===== src/rtl/itmr_pkg.sv =====
package itmr_pkg;

  localparam int WORD_W = 32;
  localparam int CSR_W  = 11;

  // settings word bit positions that carry behaviour
  localparam int CSR_DOWN   = 1;
  localparam int CSR_RELOAD = 4;
  localparam int CSR_IE     = 6;
  localparam int CSR_EN     = 7;
  localparam int CSR_FLAG   = 8;

  typedef enum logic [1:0] {
    REG_CSR   = 2'd0,
    REG_LOAD  = 2'd1,
    REG_COUNT = 2'd2,
    REG_SPARE = 2'd3
  } reg_sel_e;

  typedef struct packed {
    logic wrCsr;
    logic wrLoad;
  } chan_strobe_t;

endpackage


===== src/rtl/itmr_regif.sv =====
module itmr_regif
  import itmr_pkg::*;
#(
  parameter int NUM_CH = 2,
  parameter int CNT_W  = 32,
  parameter int ADDR_W = 3
) (
  input  logic [ADDR_W-1:0]             busAddr,
  input  logic                          busWe,
  input  logic [NUM_CH-1:0][CSR_W-1:0]  csrVec,
  input  logic [NUM_CH-1:0][CNT_W-1:0]  loadVec,
  input  logic [NUM_CH-1:0][CNT_W-1:0]  countVec,
  output chan_strobe_t [NUM_CH-1:0]     strobeVec,
  output logic [WORD_W-1:0]             busRdata
);

  localparam int CH_IDX_W = ADDR_W - 2;

  logic [CH_IDX_W-1:0] chIdx;
  reg_sel_e            regSel;

  assign chIdx  = busAddr[ADDR_W-1:2];
  assign regSel = reg_sel_e'(busAddr[1:0]);

  for (genvar c = 0; c < NUM_CH; c++) begin : g_strobe
    logic hit;
    assign hit = (chIdx == CH_IDX_W'(c));
    assign strobeVec[c].wrCsr  = busWe && hit && (regSel == REG_CSR);
    assign strobeVec[c].wrLoad = busWe && hit && (regSel == REG_LOAD);
  end

  always_comb begin
    busRdata = '0;
    for (int c = 0; c < NUM_CH; c++) begin
      if (chIdx == CH_IDX_W'(c)) begin
        case (regSel)
          REG_CSR:   busRdata = WORD_W'(csrVec[c]);
          REG_LOAD:  busRdata = WORD_W'(loadVec[c]);
          REG_COUNT: busRdata = WORD_W'(countVec[c]);
          default:   busRdata = '0;
        endcase
      end
    end
  end

endmodule


===== src/rtl/itmr_channel.sv =====
module itmr_channel
  import itmr_pkg::*;
#(
  parameter int CNT_W = 32
) (
  input  logic               clk,
  input  logic               rstN,
  input  chan_strobe_t       strobe,
  input  logic [WORD_W-1:0]  wdata,
  output logic [CSR_W-1:0]   csrOut,
  output logic [CNT_W-1:0]   loadOut,
  output logic [CNT_W-1:0]   countOut,
  output logic               running,
  output logic               irqReq
);

  localparam logic [CSR_W-1:0] FLAG_MASK = CSR_W'(1) << CSR_FLAG;

  logic [CSR_W-1:0] csrReg;   // flag position always held at zero here
  logic [CNT_W-1:0] loadReg;
  logic [CNT_W-1:0] count;
  logic             flag;
  logic             run;
  logic             countDown;
  logic             atEnd;

  assign countDown = csrReg[CSR_DOWN];
  assign atEnd     = countDown ? (count == '0) : (count == '1);

  always_ff @(posedge clk) begin
    if (!rstN) begin
      csrReg  <= '0;
      loadReg <= '0;
      count   <= '0;
      flag    <= 1'b0;
      run     <= 1'b0;
    end else begin
      if (strobe.wrLoad) begin
        loadReg <= wdata[CNT_W-1:0];
      end
      if (strobe.wrCsr) begin
        // a settings write replaces this cycle's counting step
        csrReg <= wdata[CSR_W-1:0] & ~FLAG_MASK;
        if (wdata[CSR_FLAG]) begin
          flag <= 1'b0;
        end
        if (wdata[CSR_EN]) begin
          count <= loadReg;
          run   <= 1'b1;
        end else begin
          run <= 1'b0;
        end
      end else if (run) begin
        if (atEnd) begin
          flag <= 1'b1;
          if (csrReg[CSR_RELOAD]) begin
            count <= loadReg;
          end else begin
            run <= 1'b0;
          end
        end else if (countDown) begin
          count <= count - 1'b1;
        end else begin
          count <= count + 1'b1;
        end
      end
    end
  end

  assign csrOut   = csrReg | (flag ? FLAG_MASK : '0);
  assign loadOut  = loadReg;
  assign countOut = count;
  assign running  = run;
  assign irqReq   = flag && csrReg[CSR_IE];

endmodule


===== src/rtl/interval_timer.sv =====
module interval_timer
  import itmr_pkg::*;
#(
  parameter int NUM_CH = 2,
  parameter int CNT_W  = 32,
  parameter int ADDR_W = 3
) (
  input  logic              clk,
  input  logic              rstN,
  input  logic [ADDR_W-1:0] busAddr,
  input  logic              busWe,
  input  logic [31:0]       busWdata,
  output logic [31:0]       busRdata,
  output logic              irq
);

  chan_strobe_t [NUM_CH-1:0]     strobeVec;
  logic [NUM_CH-1:0][CSR_W-1:0]  csrVec;
  logic [NUM_CH-1:0][CNT_W-1:0]  loadVec;
  logic [NUM_CH-1:0][CNT_W-1:0]  countVec;
  logic [NUM_CH-1:0]             runVec;
  logic [NUM_CH-1:0]             irqReqVec;

  itmr_regif #(.NUM_CH(NUM_CH), .CNT_W(CNT_W), .ADDR_W(ADDR_W)) u_regif (
    .busAddr   (busAddr),
    .busWe     (busWe),
    .csrVec    (csrVec),
    .loadVec   (loadVec),
    .countVec  (countVec),
    .strobeVec (strobeVec),
    .busRdata  (busRdata)
  );

  for (genvar c = 0; c < NUM_CH; c++) begin : g_chan
    itmr_channel #(.CNT_W(CNT_W)) u_chan (
      .clk      (clk),
      .rstN     (rstN),
      .strobe   (strobeVec[c]),
      .wdata    (busWdata),
      .csrOut   (csrVec[c]),
      .loadOut  (loadVec[c]),
      .countOut (countVec[c]),
      .running  (runVec[c]),
      .irqReq   (irqReqVec[c])
    );
  end

  always_ff @(posedge clk) begin
    if (!rstN) begin
      irq <= 1'b0;
    end else begin
      irq <= |irqReqVec;
    end
  end

endmodule


===== config.mk =====
export PLATFORM = sky130hd
export DESIGN_NAME = interval_timer
export DESIGN_NICKNAME = d
export VERILOG_FILES = /design/src/rtl/itmr_pkg.sv /design/src/rtl/itmr_regif.sv /design/src/rtl/itmr_channel.sv /design/src/rtl/interval_timer.sv
export SDC_FILE = /design/constraint.sdc
export NUM_CORES = 1
export LEC_CHECK = 0
export BUFFER_PORTS_ARGS = -buffer_cell sky130_fd_sc_hd__buf_2
export CELL_PAD_IN_SITES_DETAIL_PLACEMENT = 0
export CELL_PAD_IN_SITES_GLOBAL_PLACEMENT = 1
export CORE_UTILIZATION = 46
export DETAILED_ROUTE_END_ITERATION = 8
export PLACE_DENSITY_LB_ADDON = 0.2
export SLEW_MARGIN = 20
export SYNTH_ARGS = -nofsm -noshare
export SYNTH_HDL_FRONTEND = slang
export SYNTH_SLANG_ARGS = --single-unit

===== constraint.sdc =====
create_clock -name clk -period 4.3 [get_ports clk]
set_input_delay 0.645 -clock clk [delete_from_list [all_inputs] [get_ports clk]]
set_output_delay 0.645 -clock clk [all_outputs]
set_load 0.01 [all_outputs]

==> impl_results.md <==
- Die H: 156 µm
- I/O pin total: 71
- Peak supply drop: 0.264 mV
- Final Hold Violating Endpoints: 0
- Via count: 11200
- Worst hold path endpoint: g_chan[1].u_chan.csrReg[5]$_SDFFE_PN0P_
- Clk sinks: 153
- Number of global-route vias before repair: 10600
- Worst-Skew Late Latency: 0.43 ns
- Setup_tns: 0 ns
- Pint: 2.50 mW
- Worst-path clk slew: 0.07 ns
- GPL Wtd Cong: 0.889
- FF-to-FF End: g_chan[0].u_chan.countOut[30]$_SDFFE_PN0P_
- Final Core Density: 52.4%
- Net Sw Power: 1.03 mW
- # setup viols final: 0
- Worst-Margin Slew: 1.03 ns
- Final Critical Period: 3.57 ns
- Area Growth Syn to Fin: 10.6%
- N_diodes: 0
- GR Util All Layers: 29.8%
- CP Class: in -> out
- H-tree depth: 4
- Hold Path Cell Cnt: 2
- Pre-CTS setup slack: 0.813 ns
- Synthesized instance count: 1488
- Initial Util: 47.4%
- Worst EP arrival: 2.93 ns
- Pre-antenna DRT Iters: 5
- Critical path's top delay family: simple AND/OR/NAND/NOR gates
- Drt initial violations: 953
- Die W: 156 µm
- Cell count after placement: 1796
- Cts bufs inserted: 17
- Detail Placement HPWL: 26200 µm
- Flop pwr share: 42.6%
- Worst R2R Start: g_chan[0].u_chan.csrReg[1]$_SDFFE_PN0P_
- Status: complete, no violations
- Async S/R FF share, synth: 0%
- Flop and latch count out of synthesis: 153
- Critical path's largest stage delay: 0.76 ns
- ANT nets after route: 0
- Layout cell share with drive strength beyond 1: 10.8%
- Post-layout power: 3.53 mW
- DR WL/cell: 19.4 µm
- First-pass GRT wire length: 56900 µm
- RSZ-0062 raised after global routing: no
- Buf/Inv on CP: 3
- Final WS setup: 0.729 ns
- Post-Syn Area: 0.0109 mm²
- Total grt overflow: 0
- Sequential area share after synthesis: 28.2%
- Critical-path cell list: buf_2 -> inv_1 -> nor2_4 -> nand2_1 -> o21ai_0 -> a21oi_1 -> a21oi_1 -> buf_2
- Max Cap Violations: 0
- PwrDens: 294 mW/mm²
- Top-area cell type share of the netlist area: 28.2%
- P_leak: 4.72 nW
- Port buffer count: 70
- Top FF cell, synth: dfxtp_1
- Final nets: 1602
- Top cell type by total area after synthesis: dfxtp_1
- DR DRC count: 0
- CTS tree: done
- Die ar.: 0.0242 mm²
- Switching part of the total: 29.1%
- Critical Path RT: 3.65 ns
- Fillers: 2296
- Non-Filler Instances: 1828
- Final slew viol count: 0
- Crit path max fanout: 34
- Final worst-path cycle share: 83.1%
- Worst Skew: 0.0136 ns
- Max Root-Sink Buffers: 2
- Cell count of the worst reg-to-reg path: 9
- Average size of a mapped cell: 7.30 µm²
- Hold/Removal Path Class: reg -> reg
- Initial antenna violation count: 0
- Crit-path slowest cell: nor2_4
- Core Box Area: 0.0229 mm²
- Via-to-Cell Ratio: 6.10
- FP Rows: 55
- Overall routed net length: 35500 µm
- Post-CTS setup buffers: 0
- Min-delay src: g_chan[1].u_chan.csrReg[5]$_SDFFE_PN0P_
- Post-CTS sizing: 0
- Maximum clock rate: 280 MHz
- Crit start category: primary input
- Mapped Nets: 1588
- Hold Buf Count CTS: 0
- Synth area leaders: dfxtp_1 28%, nand2_1 11%, a21oi_1 9.2%
- Power share of the combinational group: 12.4%
- Largest net degree at the start of global routing: 81
- CTS Root Cell: clkbuf_16
- Clk network pwr share: 45.0%
- Post-synth EDFFs: 0
- CP Capture Type: primary output
- R2R setup slack: 0.74 ns
- Relative slew slack: 31.6%
- Synth unique cells: 80
- Yosys warning count: 0
==> power by group through the flow <==
stage | Clock (mW) | Combinational [mW] | Sequential, mW
after floorplan | 0 | 0.298 | 1.52
after global placement | 0 | 0.426 | 1.54
after detailed placement | 0 | 0.431 | 1.54
after CTS | 1.60 | 0.433 | 1.51
after global routing | 1.68 | 0.482 | 1.51
final | 1.59 | 0.438 | 1.51
==> worst register-to-register path: stages, from the launching register on <==
cell and delay [ns]:
dfxtp_1 0.96, ha_1 0.48, a2111oi_4 0.38, o2bb2ai_1 0.18, a21oi_1 0.09, a21oi_1 0.30, a21oi_2 0.15, o2111ai_1 0.22
mux2_2 0.37, a221oi_1 0.31
==> logic make-up after synthesis <==
family,count (synthesis),share of synthesized area [%]
AND/OR/NAND/NOR,570,23.4
AO/OA/AOI/OAI,515,30.7
flip-flops,153,28.2
buffers and inverters,121,4.77
adder cells (fa/ha/maj),62,7.28
XOR/XNOR,45,3.63
multiplexers,22,2.05
==> sequential cells by signal, summed over array words and instances, names as in the netlist <==
signal and cells:
g_chan.u_chan.countOut 64, g_chan.u_chan.csrReg 20, g_chan.u_chan.flag 2, g_chan.u_chan.loadOut 64, g_chan.u_chan.running 2, irq 1
==> placed cells by master, fill, tap and decap left out, drive strengths merged, types with 8 or more instances in the layout <==
master   count
and3        17
buf         96
inv         26
a311oi      18
o21a        10
nor3        23
o21ai       81
xor2        14
ha          60
nand3       34
nand4       26
a211oi      14
a31oi       24
o2bb2ai     10
a22oi       22
nand2      312
dfxtp      153
nor4        15
o21bai      11
mux2i       20
clkbuf      18
o22ai       11
nor2        97
xnor2       31
o31ai        8
a21o        34
o211ai      12
a221oi      24
a21oi      202
==> stage by stage <==
step | area, µm² | hold slack [ns]
4_1_cts | 12000 | 0.457
3_5_place_dp | 11400 | 0.446
6_report | 12000 | 0.455
3_3_place_gp | 11400 | 0.442
2_1_floorplan | 10900 | 0.436
5_1_grt | 12000 | 0.462
==> routing by layer <==
| metal | up-vias | global-route usage, % | share of wire [%] |
|---|---|---|---|
| li1 | 5493 | - | - |
| met1 | 5254 | 40.6 | 46 |
| met2 | 358 | 48.9 | 46 |
| met3 | 47 | 4.81 | 5.3 |
| met4 | 0 | 7.42 | 1.8 |
| met5 | - | 0 | 0 |
==> synthesized netlist by cell type, drive strengths merged, types with 18 or more instances <==
| cell type | instances |
|---|---|
| nand3 | 34 |
| ha | 60 |
| dfxtp | 153 |
| nor2 | 97 |
| nand4 | 26 |
| mux2i | 20 |
| a31oi | 24 |
| a311oi | 18 |
| a221oi | 24 |
| nor3 | 23 |
| clkbuf | 75 |
| xnor2 | 31 |
| a21o | 34 |
| buf | 26 |
| o21ai | 81 |
| nand2 | 312 |
| a22oi | 22 |
| a21oi | 202 |
| inv | 19 |
==> area by class of cell <==
type / count / area [µm²] / share of cell area, %
well taps: 313 / 392 / 3.26
flip-flops and latches: 153 / 3060 / 25.5
multi-input cells: 1214 / 7320 / 60.9
repair buffers: 96 / 546 / 4.54
inverters: 20 / 76.3 / 0.635
clock buffers: 18 / 439 / 3.65
clock inverters: 14 / 181 / 1.51
==> worst max path at each step <==
stage | depth (start not counted) | to | slack (ns) | startpoint
finish | 8 | busRdata[8] | 0.73 | busAddr[1]
global route | 9 | g_chan[0].u_chan.countOut[31]$_SDFFE_PN0P_ | 0.49 | g_chan[0].u_chan.csrReg[1]$_SDFFE_PN0P_
CTS | 8 | busRdata[8] | 0.75 | busAddr[1]
detailed placement | 7 | busRdata[21] | 0.81 | busAddr[1]
global placement | 7 | busRdata[21] | 0.84 | busAddr[1]
floorplan | 10 | g_chan[0].u_chan.countOut[30]$_SDFFE_PN0P_ | 1.04 | g_chan[0].u_chan.csrReg[1]$_SDFFE_PN0P_
No activity file was read; power rests on OpenSTA's default activity.
